`src/rtl/refbank_pkg.sv`:
```
`timescale 1ns/1ps
package refbank_pkg;

    localparam int unsigned DW     = 16;
    localparam int unsigned LANES  = DW / 8;
    localparam int unsigned NREG   = 4;
    localparam int unsigned IDX_W  = $clog2(NREG);
    localparam int unsigned OFFS_W = IDX_W + 1;

    // slot 0 is the refresh count: narrow key, wide field
    localparam int unsigned NARROW_FIELD = 10;
    localparam int unsigned WIDE_FIELD   = 8;
    localparam logic [DW-1:0] NARROW_KEY = 16'h0029; // 6'b101001
    localparam logic [DW-1:0] WIDE_KEY   = 16'h00A5;

    typedef enum logic [IDX_W-1:0] {
        SLOT_RCOUNT = 2'd0,
        SLOT_CTRL   = 2'd1,
        SLOT_TIMER  = 2'd2,
        SLOT_LIMIT  = 2'd3
    } slot_e;

    function automatic int unsigned field_w(int unsigned slot);
        return (slot == int'(SLOT_RCOUNT)) ? NARROW_FIELD : WIDE_FIELD;
    endfunction

    function automatic logic [DW-1:0] key_of(int unsigned slot);
        return (slot == int'(SLOT_RCOUNT)) ? NARROW_KEY : WIDE_KEY;
    endfunction

    function automatic logic [DW-1:0] mask_of(int unsigned slot);
        return DW'((32'd1 << field_w(slot)) - 32'd1);
    endfunction

endpackage

```
`src/rtl/refbank_decode.sv`:
```
`timescale 1ns/1ps
module refbank_decode
    import refbank_pkg::*;
#(
    parameter int unsigned ADDR_W = 4
) (
    input  logic [ADDR_W-1:0] addr,
    input  logic              wr_en,
    input  logic [LANES-1:0]  byte_en,
    input  logic [DW-1:0]     wdata,
    output logic              map_hit,
    output logic [IDX_W-1:0]  sel_idx,
    output logic              wr_accept,
    output logic              wr_reject
);

    logic [NREG-1:0] key_match;
    logic            full_word;

    // every slot checks its own key above its own field width
    for (genvar g = 0; g < NREG; g++) begin : g_key
        localparam int unsigned FW = field_w(g);
        always_comb begin
            key_match[g] = ((wdata >> FW) == key_of(g));
        end
    end

    always_comb begin
        map_hit   = (addr[0] == 1'b0) && ((addr >> OFFS_W) == '0);
        sel_idx   = addr[OFFS_W-1:1];
        full_word = &byte_en;
        wr_accept = wr_en && map_hit && full_word && key_match[sel_idx];
        wr_reject = wr_en && !wr_accept;
    end

endmodule

```
`src/rtl/refbank_store.sv`:
```
`timescale 1ns/1ps
module refbank_store
    import refbank_pkg::*;
(
    input  logic                      clk,
    input  logic                      rst_n,
    input  logic                      wr_accept,
    input  logic [IDX_W-1:0]          sel_idx,
    input  logic [DW-1:0]             wdata,
    output logic [NREG-1:0][DW-1:0]   bank
);

    typedef struct packed {
        logic [NREG-1:0][DW-1:0] regs;
    } store_t;

    store_t st_d, st_q;

    always_comb begin
        st_d = st_q;
        for (int unsigned i = 0; i < NREG; i++) begin
            if (wr_accept && (sel_idx == IDX_W'(i))) begin
                st_d.regs[i] = wdata & mask_of(i);
            end
        end
    end

    always_ff @(posedge clk or negedge rst_n) begin
        if (!rst_n) begin
            st_q <= '0;
        end else begin
            st_q <= st_d;
        end
    end

    assign bank = st_q.regs;

endmodule

```
`src/rtl/refbank_rdport.sv`:
```
`timescale 1ns/1ps
module refbank_rdport
    import refbank_pkg::*;
(
    input  logic                      clk,
    input  logic                      rst_n,
    input  logic                      rd_en,
    input  logic                      map_hit,
    input  logic [IDX_W-1:0]          sel_idx,
    input  logic [NREG-1:0][DW-1:0]   bank,
    input  logic                      wr_reject,
    output logic [DW-1:0]             rdata,
    output logic                      wr_err
);

    typedef struct packed {
        logic [DW-1:0] rdata;
        logic          err;
    } port_t;

    port_t pt_d, pt_q;

    always_comb begin
        pt_d     = pt_q;
        pt_d.err = wr_reject;
        if (rd_en) begin
            pt_d.rdata = map_hit ? bank[sel_idx] : '0;
        end
    end

    always_ff @(posedge clk or negedge rst_n) begin
        if (!rst_n) begin
            pt_q <= '0;
        end else begin
            pt_q <= pt_d;
        end
    end

    assign rdata  = pt_q.rdata;
    assign wr_err = pt_q.err;

endmodule

```
`src/rtl/refresh_keyreg_bank.sv`:
```
`timescale 1ns/1ps
module refresh_keyreg_bank
    import refbank_pkg::*;
#(
    parameter int unsigned ADDR_W = 4
) (
    input  logic              clk,
    input  logic              rst_n,
    input  logic [ADDR_W-1:0] addr,
    input  logic              wr_en,
    input  logic              rd_en,
    input  logic [1:0]        byte_en,
    input  logic [15:0]       wdata,
    output logic [15:0]       rdata,
    output logic              wr_err
);

    logic                    map_hit;
    logic [IDX_W-1:0]        sel_idx;
    logic                    wr_accept;
    logic                    wr_reject;
    logic [NREG-1:0][DW-1:0] bank;

    refbank_decode #(.ADDR_W(ADDR_W)) u_dec (
        .addr      (addr),
        .wr_en     (wr_en),
        .byte_en   (byte_en),
        .wdata     (wdata),
        .map_hit   (map_hit),
        .sel_idx   (sel_idx),
        .wr_accept (wr_accept),
        .wr_reject (wr_reject)
    );

    refbank_store u_store (
        .clk       (clk),
        .rst_n     (rst_n),
        .wr_accept (wr_accept),
        .sel_idx   (sel_idx),
        .wdata     (wdata),
        .bank      (bank)
    );

    refbank_rdport u_rd (
        .clk       (clk),
        .rst_n     (rst_n),
        .rd_en     (rd_en),
        .map_hit   (map_hit),
        .sel_idx   (sel_idx),
        .bank      (bank),
        .wr_reject (wr_reject),
        .rdata     (rdata),
        .wr_err    (wr_err)
    );

endmodule

```
`config.mk`:
```
export PLATFORM = sky130hd
export DESIGN_NAME = refresh_keyreg_bank
export DESIGN_NICKNAME = d
export VERILOG_FILES = /design/src/rtl/refbank_pkg.sv /design/src/rtl/refbank_decode.sv /design/src/rtl/refbank_store.sv /design/src/rtl/refbank_rdport.sv /design/src/rtl/refresh_keyreg_bank.sv
export SDC_FILE = /design/constraint.sdc
export NUM_CORES = 1
export LEC_CHECK = 0
export BUFFER_PORTS_ARGS = -buffer_cell sky130_fd_sc_hd__buf_2
export CORE_MARGIN = 10
export CORE_UTILIZATION = 45
export CTS_BUF_LIST = sky130_fd_sc_hd__clkbuf_16
export DETAILED_ROUTE_END_ITERATION = 7
export PLACE_DENSITY = 0.65
export SYNTH_ARGS = -nofsm -noshare
export SYNTH_HDL_FRONTEND = slang
export SYNTH_HIERARCHICAL = 1
export SYNTH_SLANG_ARGS = --single-unit
export TNS_END_PERCENT = 100
```
`constraint.sdc`:
```
create_clock -name clk -period 1.03 [get_ports clk]
set_input_delay 0.2575 -clock clk [delete_from_list [all_inputs] [get_ports clk]]
set_output_delay 0.2575 -clock clk [all_outputs]
set_load 0.03 [all_outputs]
```
==> results, run 1 <==
- CTS built an H-tree with a depth of 2.
- Of the post-synthesis cell area, the dominant cell type holds 0.470.
- The area enclosed by the die boundary is 0.00954 mm².
- The arithmetic-cell share of the synthesized area counting full adders, half adders and majority gates is 0.
- Yosys printed 6 warnings.
- TritonCTS built the clock tree.
- The checks that failed: setup timing.
- Counting every sink on the clock net gives roughly 50.
- Entering global routing, the biggest net connects 52 pins.
- The wire-length estimate of the detail-placed layout is between 3000 and 4000 µm.
- Timing would allow up to 0.692 GHz.
- The most numerous cell in the Yosys netlist is dfrtp_1.
- Measured along the y axis, the die boundary spans 97.7 µm.
- The count of inserted antenna diode cells is 0.
- The most critical setup path has its startpoint at wdata[14].
- The cell area after synthesis is about 0.0027 mm².
- The dominant cell type by count on the critical path is buf_6.
- For this block, the initial DRC count from the detailed router was 41.
- The critical setup path kind is in2reg.
- In this design, the stage delay of the slowest critical-path cell is around 340 ps.
- For this run, the post-layout net count is 299.
- Across every metal layer, demand over resource in global routing totals 0.113.
- In the final routed layout, each cell accounts on average for about 15 µm.
- By count the netlist is led by 51 x dfrtp_1, 34 x mux2_2, 33 x buf_4.
- The startpoint of the worst register-to-register path is u_rd/rdata[12].
- Of the total synthesized cell area, the portion taken by AND, OR, NAND and NOR gates is 0.0843.
- The final route contains approximately 1700 vias.
- The number of different library cells in the post-synthesis netlist is 23.
- The required time of the worst setup path is roughly 1200 ps.
- The xor/xnor share of the synthesized area is 0.
- The number of buffers and inverters on the critical path is 3.
- Setup violations remaining at the end of the flow were counted as 51.
- The largest driver fanout on the critical path is 8.
- Power spread over the standard cell area amounts to 1230 mW/mm².
- Summed over all layers, the global routing overflow is 0.
- In this design, the largest share of critical-path delay is due to simple AND/OR/NAND/NOR gates.
- The source of the worst hold timing path is wr_en.
- Counting flops with an async set or reset pin after synthesis yields a share of 1.00.
- Sorting the synthesized cells by area gives the leading types as dfrtp_1 47%, mux2_2 14%, mux2i_1 12%.
- The clock-pin slew on the worst setup and hold paths is 70 ps.
- Between clock sinks in the finished design, the worst skew comes to ~3.2 ps.
- For this run, the detailed router's first-pass iteration total came to 4.
- The effective utilization at floorplan is 0.461.
- The region available for standard cell placement spans 0.00589 mm².
- Counting flops with a built-in enable in the synthesized netlist gives 0.
- The endpoint type of the worst setup path is a flip-flop.
- The min-delay analysis places its worst path in the category in2reg.
- The largest area contributor in the synthesized netlist is dfrtp_1.
- The critical path goes through buf_6, and4b_1, o2111ai_2, nor2_4, buf_4, buf_6, nand3b_4, mux2_4.
- Of the cells placed in the final design, the portion with a size suffix greater than 1 is 0.445.
- After synthesis, the mean cell area works out to 13.2 µm².
- The leading register cell type out of synthesis is dfrtp_1.
- The run finished, with violations left.
- Summing all non-filler instances in the final layout gives an area of 0.00341 mm².
- The number of synthesized register bits is 51.
- The arrival time at the worst endpoint is 1620 ps.
- The aggregate routed wire length is ~5300 µm.
- The number of global-route vias before repair was around 1900.
- The post-synthesis compound-gate area fraction came to 0.0548.
- Across the VDD grid, the largest voltage drop is 845 µV.
- The tool flagged a number of max-cap violations equal to 0.
- The count of pins on the block boundary is 43.
- For this run, design rule violations remaining after detail routing come to 0.
- The die is ~98 µm wide.
- The initial antenna violation count is 0.
- The total placed instance area is roughly 0.0029 mm².
- The first global-routing pass estimated 8970 µm of wire.
- The number of buffers inserted by port buffering is 42.
- Power comes to 4190 µW.
- From synthesis to final layout, the design area changed by 25.7%.
- Dividing the detail-routed via count by the number of cells gives 4.81.
- The analysis attributes to cell leakage a power of 0.00179 µW.
- The buffer depth of the longest clock path is 2.
- Setup repair after global routing could not meet its margin everywhere.
- The launching element type of the critical path is a primary input.
- The critical-path cell with the highest stage delay is mux2_4.
- The proportion of synthesized area in mux cells is 0.259.
- The final count of hold timing violations is 0.
- The minimum period implied by the final worst setup slack is 1450 ps.
- Counting the buffers created by CTS gives 5.
- The congestion estimate from routability-driven global placement came to 0.679.
- The number of core rows is 28.
- After layout, the worst setup slack is -416 ps.
- The master cell of the clock root buffer is clkbuf_16.
- In the finished design, the share of the clock period the worst path needs comes to 1.40.
- By area, the combinational part of the netlist is dominated by multiplexers.
- The total count of max-transition violations in the final report came to 0.
- In this run the remaining antenna-violating nets after routing total 0.
- The sequential cell area fraction in the yosys report is 0.470.
- For the worst-skew pair, the clock arrives at the later sink with an insertion delay of just under 300 ps.
- The instance count of the mapped netlist is 206.
metal layers:
metal  track usage  part of all wire
met2         0.196              0.53
met4        0.0403             0.012
met1         0.131              0.42
met5             0                 0
met3        0.0277             0.035
registers in the layout (all words and copies together), names as in the netlist:
register / cells
u_rd/rdata: 16
u_store/bank: 34
u_rd/wr_err: 1
report_power, final:
group	switching, µW	leakage [µW]	total (µW)	internal [µW]
Sequential	17.0	0.000707	2040	2030
Clock	743	0.0000748	1670	922
Combinational	247	0.00101	475	228
metrics by stage:
step           utilization  cells  worst slack [ps]  hold WS [ps]  setup TNS, ps
6_report             0.580    349              -416           203         -13970
5_1_grt              0.580    349              -492           202         -16720
4_1_cts              0.568    345              -396           195         -11690
3_5_place_dp         0.501    328              -772           270         -25850
3_3_place_gp         0.501    328              -728           270         -24790
2_1_floorplan            -    235              -600         -38.1         -15320
kinds of logic after synthesis:
group / Yosys count
AO/OA/AOI/OAI: 17
buffers and inverters: 42
flip-flops: 51
multiplexers: 66
other: 1
AND/OR/NAND/NOR: 29
path summary, 6_finish.rpt:
check                                        end  slack [ps]  cells after the start
min in group asynchronous       u_store/bank[49]         480                      3
worst min register to register  u_store/bank[38]         510                      1
worst min-delay path                 u_rd/wr_err         200                      2
worst max-delay path            u_store/bank[18]        -420                      8
max in group asynchronous       u_store/bank[54]         320                      3
worst max register to register    u_rd/rdata[12]         100                      4
area by class of cell:
| cell class | instances | area [µm²] |
|---|---|---|
| Sequential cell | 51 | 1280 |
| Clock buffer | 5 | 125 |
| Multi-Input combinational cell | 142 | 1280 |
| Clock inverter | 3 | 26.3 |
| Inverter | 1 | 3.75 |
| Timing Repair Buffer | 72 | 607 |
| Tap cell | 75 | 93.8 |
| Fill cell | 495 | 2470 |
what timing repair did:
| item | CTS | global route |
|---|---|---|
| pin swaps | 2 | 2 |
| gates resized for setup | 48 | 10 |
| hold endpoints to repair | 51 | 0 |
| setup endpoints to repair | 53 | 53 |
| hold buffers | 1 | 0 |
| gates cloned | 0 | 0 |
| setup buffers | 8 | 4 |
layout by cell type, fill, tap and decap left out, types with 3 or more instances in the layout:
cell / netlist / final
nand2b_1: 16 / 16
mux2i_1: 32 / 32
buf_6: 3 / 25
clkbuf_16: 0 / 5
conb_1: 1 / 30
dfrtp_1: 51 / 51
mux2_4: 0 / 11
mux2_2: 34 / 23
o221ai_1: 16 / 16
buf_2: 1 / 22
nand3b_4: 1 / 3
buf_4: 33 / 22
Note: power is estimated with default switching activity, not from simulation.
==> inputs of run 2 (changes only) <==
- CAP_MARGIN: default -> 20
- CORE_UTILIZATION: 45 -> 57
- PLACE_DENSITY: 0.65 -> 0.79
==> results, run 2 (same netlist as run 1, synthesis figures left out) <==
- The flow ran to the end, but the final reports show violations.
- The final reports fail on setup timing.
- The flip-flop count of the largest register, all copies and words added came to 34 (unchanged).
- The critical path's largest stage delay is 300 ps (-40 ps).
- The launching element type of the critical path is a primary input.
- The worst-case setup margin in the final layout came to -447 ps (-31.0 ps).
- The number of buffers inserted by port buffering was 42 (unchanged).
- The most common library cell in the layout ignoring fill and taps is dfrtp_1.
- The arrival time at the worst endpoint was 1650 ps (+30 ps).
- The switching power is 999 µW (-0.88%).
- The total count of max-transition violations in the final report was 0 (unchanged).
- The final count of hold timing violations is 0 (unchanged).
- The maximum frequency from static timing analysis is 0.677 GHz (-2.1%).
- Leaving out fill and tap cells, the most frequent cells in the layout are 51 x dfrtp_1, 32 x mux2i_1, 30 x conb_1.
- The share of layout cells above drive strength 1 is 0.433 (-0.0119).
- The cell-internal power is 3390 µW (+6.8%).
- The power per unit of standard cell area is 1300 mW/mm² (+6.2%).
- The clock-pin slew on the worst setup and hold paths came to 60 ps (about the same).
- The final weighted congestion in routability-driven placement came to 0.704 (+3.7%).
- The total placed instance area is 0.00288 mm² (-2.4%).
- The slowest stage of the critical path belongs to the cell mux2_4.
- The portion of total power attributed to the clock network was 0.427 (+0.029).
- The endpoint type of the worst setup path is a flip-flop.
- The total of max-cap violations was 0 (unchanged).
- The count of inserted antenna diode cells was 0 (unchanged).
- The routed via count was 1720 (+2.6%).
- The required time of the worst setup path was 1210 ps (about the same).
- The pin count of the biggest net entering global routing is 33 (-37%).
- The count of TritonRoute iterations in the first routing pass is 4 (unchanged).
- The number of design-rule violations left by the first detailed-router iteration came to 56 (+37%).
- The effective utilization at floorplan is 0.583 (+0.121).
- The number of global-route vias before repair is 1877 (+1.5%).
- The number of sinks handled by clock tree synthesis is 51 (unchanged).
- The master cell of the clock root buffer is clkbuf_16.
- The die boundary height is 89.0 µm (-8.9%).
- The number of nets with antenna violations after detailed routing is 0 (unchanged).
- The sequential share of power is 0.466 (-0.022).
- The critical path goes through buf_6, and4bb_1, o2111ai_2, nor2_4, nor3b_4, buf_6, mux2_4.
- The post-detailed-route DRC marker count came to 0 (unchanged).
- The detailed-route vias per instance is 5.31 (+10%).
- The area enclosed by the die boundary came to 0.00792 mm² (-17%).
- The class of the tightest hold or removal check is in2reg.
- The post-detailed-placement half-perimeter wirelength came to 3760 µm (+3.0%).
- The minimum period implied by the final worst setup slack is 1480 ps (+31.0 ps).
- The net count reported at finish is 295 (-1.3%).
- The final standard cell area without fillers was 0.00337 mm² (-1.2%).
- The number of buffers added by the clock tree synthesis step was 5 (unchanged).
- The overflow left after global routing is 0 (unchanged).
- The core area is 0.00466 mm² (-21%).
- From synthesis to final layout, the design area changed by 24.1%.
- The dominant cell type by count on the critical path is buf_6.
- Setup repair after global routing could not meet its margin everywhere.
- The wire length per cell after detailed routing came to 17.4 µm (+16%).
- The buffer depth of the longest clock path came to 2 (unchanged).
- The worst IR drop on VDD came to 1160 µV (+38%).
- The leakage power total is 0.00178 µW (-0.65%).
- The number of core rows is 25 (-11%).
- Among cell families on the critical path, the largest total delay comes from simple AND/OR/NAND/NOR gates.
- The final period utilization is 1.43 (+0.0301).
- The worst hold slack across all endpoints is 217 ps (+14.4 ps).
- The combined global-route utilization of all metal layers is 0.155 (+0.0415).
- The number of buffers and inverters on the critical path was 2 (-1).
- The setup clock skew after layout is 4.63 ps (+1.47 ps).
- The aggregate routed wire length is 5640 µm (+7.3%).
- The count of endpoints failing setup in the final report came to 51 (unchanged).
- The count of pins on the block boundary is 43 (unchanged).
- The fraction of power consumed by combinational cells was 0.107 (-0.007).
- The CTS tree is yes.
- The initial antenna violation count is 0 (unchanged).
- The CTS H-tree depth is 2 (unchanged).
- The clock latency at the later pin of the worst-skew pair is 290 ps (about the same).
- The width of the die is 89.0 µm (-8.9%).
- The post-route core utilization is 0.723 (+0.144).
- The setup path with the least slack is of type in2reg.
- The switching part of the total came to 0.227 (-0.0133).
- The global-route wire length before repair was 9360 µm (+4.3%).
- The largest driver fanout on the critical path was 5 (-3).
## run 2: changes by cell type in the layout (fill, tap and decap cells not counted)
cell,change
buf_4,-3
buf_6,-3
buf_12,+1
buf_2,+1
bufinv_16,+1
clkinv_1,+1
clkinv_4,-1
inv_6,-1
## run 2: worst paths after layout
| check | cells after the start | slack [ps] | start | to |
|---|---|---|---|---|
| max | 7 | -450 | wdata[11] | u_store/bank[7] |
| min | 2 | 220 | wr_en | u_rd/wr_err |
| max reg2reg | 4 | 100 | u_rd/rdata[9] | u_rd/rdata[9] |
| min reg2reg | 1 | 500 | u_store/bank[16] | u_store/bank[16] |
| max in group asynchronous | 3 | 210 | rst_n | u_rd/rdata[1] |
| min in group asynchronous | 2 | 370 | rst_n | u_store/bank[20] |
## run 2: worst reg2reg max path, cell delays in order, from the launching register on
cell	delay, ps
dfrtp_1	390
buf_4	130
buf_4	120
nand2b_1	60
o221ai_1	100
## run 2: cell type report
class | instances | area, µm²
clock buffers | 5 | 125
clock inverters | 3 | 42.5
fillers | 315 | 1290
inverters | 1 | 3.75
multi-input cells | 142 | 1280
flip-flops and latches | 51 | 1280
well taps | 54 | 67.6
repair buffers | 68 | 576
## run 2: timing repair
| item | 4_1_cts | 5_1_grt |
|---|---|---|
| gates cloned | 1 | 0 |
| pin swaps | 1 | 3 |
| setup endpoints to repair | 54 | 54 |
| resized for setup | 45 | 14 |
| hold buffers | 1 | 0 |
| endpoints found under the hold margin | 9 | 0 |
| buffers inserted | 8 | 5 |
## run 2: layer usage
layer  part of all wire  routed length (µm)  up-vias  track usage
met5                  0                   0        -            0
met4              0.013                  72        0       0.0578
met3              0.039                 221        8       0.0346
met1               0.40                2250      868        0.175
met2               0.55                3100       30        0.277
li1                   -                   -      814            -
## run 2: power groups by stage
stage	registers (µW)	logic, µW	clock network, µW
detailed placement	2080	393	0
global placement	2080	388	0
floorplan	2130	284	0
global route	2050	516	1990
CTS	2050	449	1900
finish	2050	470	1880
## run 2: through the flow
stage | power, µW | TNS, ps | setup WS [ps] | instances
after floorplan | 2410 | -15320 | -600 | 235
after global placement | 2460 | -25280 | -771 | 301
after detailed placement | 2470 | -25660 | -793 | 301
after CTS | 4390 | -14060 | -411 | 319
after global routing | 4550 | -17210 | -482 | 324
final | 4390 | -15430 | -447 | 324
